[src/rtl/cfg_window_pkg.sv]
package cfg_window_pkg;

  localparam int CW_DW = 8;
  localparam int CW_AW = 8;
  localparam int CW_DEPTH = 1 << CW_AW;

  typedef enum logic {
    PORT_INDEX = 1'b0,
    PORT_DATA  = 1'b1
  } port_sel_e;

  // Value an entry takes at reset.
  function automatic logic [CW_DW-1:0] entry_reset(input int unsigned i);
    case (i)
      32'he0:  return 8'h3c;
      32'he2:  return 8'h03;
      32'he3:  return 8'hfc;
      32'he6:  return 8'hde;
      32'he7:  return 8'hfe;
      32'he8:  return 8'hbe;
      default: return '0;
    endcase
  endfunction

  // Entries that never accept a data-port write.
  function automatic logic entry_locked(input logic [CW_AW-1:0] i);
    if (i < 8'he0) return 1'b1;
    case (i)
      8'he4, 8'he5,
      8'he9, 8'hea, 8'heb, 8'hec, 8'hed,
      8'hf3, 8'hf5, 8'hf7,
      8'hf9, 8'hfa, 8'hfb,
      8'hfd, 8'hfe, 8'hff: return 1'b1;
      default:             return 1'b0;
    endcase
  endfunction

  // Entries that accept a single key value only.
  function automatic logic entry_keyed(input logic [CW_AW-1:0] i);
    return (i == 8'he7) || (i == 8'he8);
  endfunction

  function automatic logic [CW_DW-1:0] entry_key(input logic [CW_AW-1:0] i);
    return (i == 8'he7) ? 8'hfe : 8'hbe;
  endfunction

endpackage

[src/rtl/cfg_enable.sv]
module cfg_enable #(
  parameter int DW     = 8,
  parameter int EN_BIT = 1
) (
  input  logic          clk,
  input  logic          rst_n,
  input  logic          host_wr,
  input  logic [DW-1:0] host_data,
  output logic          en_q
);
  logic en_d;
  logic unused_host_bits;

  assign unused_host_bits = ^{host_data[DW-1:EN_BIT+1], host_data[EN_BIT-1:0]};

  always_comb begin
    en_d = en_q;
    if (host_wr) en_d = host_data[EN_BIT];
  end

  always_ff @(posedge clk or negedge rst_n) begin
    if (!rst_n) en_q <= 1'b0;
    else        en_q <= en_d;
  end
endmodule

[src/rtl/cfg_wprot.sv]
module cfg_wprot
  import cfg_window_pkg::*;
#(
  parameter int DW = CW_DW,
  parameter int AW = CW_AW
) (
  input  logic [AW-1:0] idx,
  input  logic [DW-1:0] data,
  output logic          accept
);
  logic locked;
  logic keyed;
  logic key_hit;

  always_comb begin
    locked  = entry_locked(idx);
    keyed   = entry_keyed(idx);
    key_hit = (data == entry_key(idx));
    accept  = !locked && (!keyed || key_hit);
  end
endmodule

[src/rtl/cfg_regfile.sv]
module cfg_regfile
  import cfg_window_pkg::*;
#(
  parameter int DW = CW_DW,
  parameter int AW = CW_AW
) (
  input  logic          clk,
  input  logic          rst_n,
  input  logic          we,
  input  logic [AW-1:0] addr,
  input  logic [DW-1:0] wdata,
  output logic [DW-1:0] rdata
);
  localparam int DEPTH = 1 << AW;

  logic [DW-1:0] bank [DEPTH];

  for (genvar g = 0; g < DEPTH; g++) begin : g_entry
    localparam logic [DW-1:0] RST_VAL = entry_reset(g);
    logic          hit;
    logic [DW-1:0] q;

    assign hit = we && (addr == AW'(g));

    always_ff @(posedge clk or negedge rst_n) begin
      if (!rst_n)   q <= RST_VAL;
      else if (hit) q <= wdata;
    end

    assign bank[g] = q;
  end

  assign rdata = bank[addr];
endmodule

[src/rtl/cfg_window.sv]
module cfg_window
  import cfg_window_pkg::*;
#(
  parameter int DW     = CW_DW,
  parameter int AW     = CW_AW,
  parameter int EN_BIT = 1
) (
  input  logic          clk,
  input  logic          rst_n,
  input  logic          bus_addr,
  input  logic          bus_wr,
  input  logic          bus_rd,
  input  logic [DW-1:0] bus_wdata,
  output logic [DW-1:0] bus_rdata,
  input  logic          cfg_wr,
  input  logic [DW-1:0] cfg_data
);
  logic          win_en;
  logic [AW-1:0] idx_q, idx_d;
  logic          wr_ok;
  logic          data_we;
  logic [DW-1:0] sel_entry;
  logic [DW-1:0] rdata_q, rdata_d;
  logic          idx_we;

  cfg_enable #(.DW(DW), .EN_BIT(EN_BIT)) u_en (
    .clk       (clk),
    .rst_n     (rst_n),
    .host_wr   (cfg_wr),
    .host_data (cfg_data),
    .en_q      (win_en)
  );

  cfg_wprot #(.DW(DW), .AW(AW)) u_prot (
    .idx    (idx_q),
    .data   (bus_wdata),
    .accept (wr_ok)
  );

  assign idx_we  = win_en && bus_wr && (bus_addr == PORT_INDEX);
  assign data_we = win_en && bus_wr && (bus_addr == PORT_DATA) && wr_ok;

  cfg_regfile #(.DW(DW), .AW(AW)) u_rf (
    .clk   (clk),
    .rst_n (rst_n),
    .we    (data_we),
    .addr  (idx_q),
    .wdata (bus_wdata),
    .rdata (sel_entry)
  );

  always_comb begin
    idx_d = idx_q;
    if (idx_we) idx_d = bus_wdata[AW-1:0];
  end

  always_comb begin
    rdata_d = rdata_q;
    if (bus_rd) rdata_d = win_en ? sel_entry : '1;
  end

  always_ff @(posedge clk or negedge rst_n) begin
    if (!rst_n) begin
      idx_q   <= '0;
      rdata_q <= '1;
    end else begin
      idx_q   <= idx_d;
      rdata_q <= rdata_d;
    end
  end

  assign bus_rdata = rdata_q;
endmodule

[config.mk]
export PLATFORM = sky130hd
export DESIGN_NAME = cfg_window
export DESIGN_NICKNAME = d
export VERILOG_FILES = /design/src/rtl/cfg_window_pkg.sv /design/src/rtl/cfg_enable.sv /design/src/rtl/cfg_wprot.sv /design/src/rtl/cfg_regfile.sv /design/src/rtl/cfg_window.sv
export SDC_FILE = /design/constraint.sdc
export NUM_CORES = 2
export LEC_CHECK = 0
export CAP_MARGIN = 40
export CORE_MARGIN = 8
export CORE_UTILIZATION = 44
export CTS_BUF_LIST = sky130_fd_sc_hd__clkbuf_2
export CTS_CLUSTER_DIAMETER = 50
export DETAILED_ROUTE_END_ITERATION = 16
export RECOVER_POWER = 50
export SYNTH_ARGS = -nofsm -noshare
export SYNTH_HDL_FRONTEND = slang
export SYNTH_SLANG_ARGS = --single-unit
[constraint.sdc]
create_clock -name clk -period 2.78 [get_ports clk]
set_input_delay 0.556 -clock clk [delete_from_list [all_inputs] [get_ports clk]]
set_output_delay 0.556 -clock clk [all_outputs]
set_load 0.01 [all_outputs]
== Word level (Yosys, flattened, before mapping) ==
Index checks and enable logic that the tools add are counted.
Word-level totals
  register bits after elaboration: 2065
  output and inout port bits: 8
  input bits: 22
Cells by class
  multiplexer cells: 9
  bitwise logic cells: 2
  magnitude comparators: 2
  equality and inequality tests: 256
  reduce and logical (&&, ||, !) cells: 267
Operators with widths (number)
  $eq 8x8->1 const B: 128
  $eq 8x7->1 const B: 64
  $logic_and 1x1->1: 261
  $eq 8x6->1 const B: 32
  $eq 8x5->1 const B: 16
  $bmux 8 s8: 1
  $eq 8x4->1 const B: 8
  $eq 8x3->1 const B: 4
  $mux 8: 3
  $eq 8x2->1 const B: 2
  $reduce_or 16->1: 1
  $ge 9x9->1 const B: 1
  $not 8->9: 1
  $eq 8x1->1 const B: 1
  $eq 8x8->1: 1
  $logic_not 8->1: 1
  $lt 8x8->1 const B: 1
  $mux 7: 1
  $mux 1: 4
  $logic_not 1->1: 2
  $logic_or 1x1->1: 2
  $not 1->1: 1

== Longest topological paths before layout ==
  depth in word-level cells: 8
  mapped depth: 12

== Cells and area by module ==
A second synthesis with hierarchy kept.
Second synthesis, totals
  cells, all modules: 5901
  area total of the unflattened synthesis: 93594.8 um2
Modules (own cells, without submodules)
  cfg_regfile: cells each 5831, area each 92777.7 um2, instances 1, seq. area each 51287.9 um2
  cfg_window: cells each 52, area each 660.6 um2, instances 1, seq. area each 410.4 um2
  cfg_wprot: cells each 16, area each 116.4 um2, instances 1, seq. area each 0.0 um2
  cfg_enable: cells each 2, area each 40.0 um2, instances 1, seq. area each 25.0 um2

== Least setup slack after synthesis ==
Ideal clock, no wire load.
  kind: input -> register
  from: input bus_wdata[0]
  to: register u_rf.g_entry[238].q[0]
  stages on the path: 7
  arrival time: 2.200 ns
  slack: 0.455 ns
  path through: nand3b_1 -> nor4b_1 -> o21bai_1 -> a31oi_4 -> nand2_2 -> nor3_4 -> mux2_2
Between the ends
  word-level cells in the longest chain between the ends: 5
RTL lines
  start, declared: RTL line cfg_window.sv:13  | input logic [DW-1:0] bus_wdata,
  $eq 8x8->1: RTL line cfg_wprot.sv:18  | key_hit = (data == entry_key(idx));
  $logic_or 1x1->1: RTL line cfg_wprot.sv:19  | accept = !locked && (!keyed || key_hit);
  $logic_and 1x1->1: RTL line cfg_wprot.sv:19
  $logic_and 1x1->1: RTL line cfg_window.sv:41  | assign data_we = win_en && bus_wr && (bus_addr == PORT_DATA) && wr_ok;
  $logic_and 1x1->1: RTL line cfg_regfile.sv:23  | assign hit = we && (addr == AW'(g));
  end signal, assigned: RTL line cfg_regfile.sv:27  | else if (hit) q <= wdata;
  end, declared: RTL line cfg_regfile.sv:21  | logic [DW-1:0] q;
Parallel ways exist; a longest one is shown, timed or not.
A chain may end at the register's enable or synchronous reset.

==> results.ini <==
[synth]
async_reset_ff_frac = 1.00
syn_inst = 5572
synth-seq-cells = 2065
yosysWarnings = 0
synthMuxAreaShare = 0.169
syn_area_um2 = 77500
synth.top_cell.area_share = 0.654
synth.avg_cell_area_um2 = 13.9
syn-num-nets = 5594
synth_xor_area_frac = 0
synth_compound_area_frac = 0.0328
synthTopCellsByArea = dfrtp_1 (65%), mux4_2 (13%), clkbuf_1 (9.5%)
synth_adder_area_share = 0
synth_enable_flop_cells = 0
synth_top_family_by_area = multiplexers
yosysTopAreaCell = dfrtp_1
synth_flop_cell = dfrtp_1
synth_cell_types = 76
ys_seq_area_frac = 0.667
synth-simple-area-share = 0.0220

[floorplanning]
die_y_um = 436
start_util = 0.442
die_w_um = 436
pin_count = 30
coreArea_um2 = 176000
placementRows = 154
die_area_um2 = 190000

[min_path]
hp-class = input port to flip-flop

[final_layout]
layout_commonest_cell = dfrtp_1
utilization = 0.471
layout-drive-gt1-share = 0.420
layout_common_cells = dfrtp_1 (2021), clkbuf_2 (767), mux4_2 (457), buf_4 (367), mux2_2 (134)
final_nets = 4538
area_growth_pct = 6.64

[timing]
hold_viol = 0
finalWorstPathRequiredPeriod_ns = 3.23
rsz0062_at_grt = true
final_max_slew_viol_count = 28
fin_worst_skew_ns = 0.201
fmax_mhz = 310
finalCritPeriodShare = 1.16
setup_ws_ns = -0.446
max_slew_margin = -0.118
worst_slew_pin_slew_ns = 1.68
fin_tns_setup_ns = -168.95
setup_viol = 688

[outcome]
status = complete, but fails checks
violations = capacitance limit, slew limit, setup timing

[global_routing]
grt_first_pass_wirelength_um = 242000
first_global_vias = 40500
grt_usage = 0.163
grt_max_degree = 153
overflow = 0
antenna_found_initial = 8

[cts]
cts_max_path_buffers = 4
cts_tree = built
cts-root-buf = clkbuf_2
clkTransAtPathRegs_ns = 0.09
clk_latency_ns = 1.75
cts.sinks = 2065
htreeDepth = 6
numCtsBuffers = 534

[job]
max_cap_viol_count = 1

[critical_path]
cp-startpoint = rst_n
r2r_start = idx_q[0]
reg2reg_depth = 10
cp-end-kind = async pin
worstSetupPathType = input port to async pin
crit_arrival_ns = 4.97
r2r_slack_ns = 0.01
required_ns = 4.53
crit_path_start_kind = input port
r2r_end = bus_rdata[6]
crit_fanout = 80
crit_path_end = u_rf.g_entry[144].q[0]

[routing]
drc = 0
routed_via_density = 4.81
routedWlPerCell_um = 21.3
dr.first_iter.drc_count = 2024
wl_um = 154000
first_pass_iters = 5
routed-via-count = 34700
ant_nets = 0

[place]
pre_cts_ws_ns = -0.748
place.gp.congestion = 0.768
dpl.hpwl_um = 98000
port_buffers = 22

[power_and_ir_drop]
vdd_drop_max_mv = 0.433
total_power_mw = 60.4
power.density_nw_per_um2 = 731
power.leakage_nw = 40.8

flip-flops by register name (all words and copies together) (netlist names):
signal / cells
bus_rdata: 8
u_rf.g_entry.q: 2048
idx_q: 8
u_en.en_q: 1
synthesized netlist by cell type (41+ instances only):
library cell / number
a21oi_1: 42
a22oi_1: 67
buf_2: 62
buf_4: 50
clkbuf_1: 1969
dfrtp_1: 2026
mux2_2: 135
mux2i_1: 126
mux4_2: 457
nand2_1: 60
nand3_1: 41
nor2_1: 43
o21ai_0: 43
o22ai_1: 63
stage by stage:
stage	hold slack (ns)	cells	instance area, um2
finish	0.337	7216	82700
detailed placement	0.362	6219	76300
CTS	0.00755	7161	81800
floorplan	0.260	5572	77500
global route	0.127	7216	82700
global placement	0.360	6218	76300
per-layer routing:
layer  global-route usage  vias to the layer above  share of wire
li1                     -                    15800              -
met1                0.235                    17800           0.47
met2                0.233                      818           0.45
met3               0.0481                      264          0.052
met4               0.0634                        4          0.028
met5              0.00126                        -        0.00022
where the power goes:
| group | total (mW) | leakage (nW) | switching, mW | internal [mW] |
|---|---|---|---|---|
| registers | 30.3 | 28.7 | 0.140 | 30.1 |
| clock network | 20.1 | 3.50 | 12.1 | 7.94 |
| logic | 10.1 | 8.63 | 5.63 | 4.49 |
worst min-delay path by stage:
stage                           start                     end  slack, ns  depth (start not counted)
2_1_floorplan                   rst_n                idx_q[0]       0.26                          0
3_3_place_gp   u_rf.g_entry[139].q[5]  u_rf.g_entry[139].q[5]       0.36                          0
3_5_place_dp    u_rf.g_entry[26].q[5]   u_rf.g_entry[26].q[5]       0.36                          0
4_1_cts                        bus_wr                idx_q[2]      0.008                          5
5_1_grt                  bus_wdata[0]  u_rf.g_entry[244].q[0]       0.13                          4
6_report                       bus_wr                idx_q[2]       0.34                          5
cells by family after synthesis:
group	count (synthesis)
AND/OR/NAND/NOR	306
AO/OA/AOI/OAI	359
flip-flops	2065
multiplexers	718
buffers and inverters	2124
cell type report:
type,instances,area [um2]
well taps,2340,2930
diodes,11,27.5
clock buffers,764,3820
flip-flops and latches,2065,51700
fillers,14900,92900
repair buffers,529,5530
multi-input cells,1383,17900
clock inverters,121,667
inverters,3,11.3
critical path, cell delays in order:
cell and delay, ns:
dlygate4sd3_1 0.51, dlygate4sd3_1 0.54, dlygate4sd3_1 0.54, clkbuf_1 0.25
clkbuf_2 1.25, clkbuf_4 0.79, buf_12 0.43
what timing repair did:
item	CTS	global route
hold endpoints to repair	2194	0
cloned	6	7
pin swaps	13	36
hold buffers	23	0
resized for setup	124	96
setup endpoints to repair	70	40
setup buffers	29	40
Note: power is estimated with default switching activity, not from simulation.
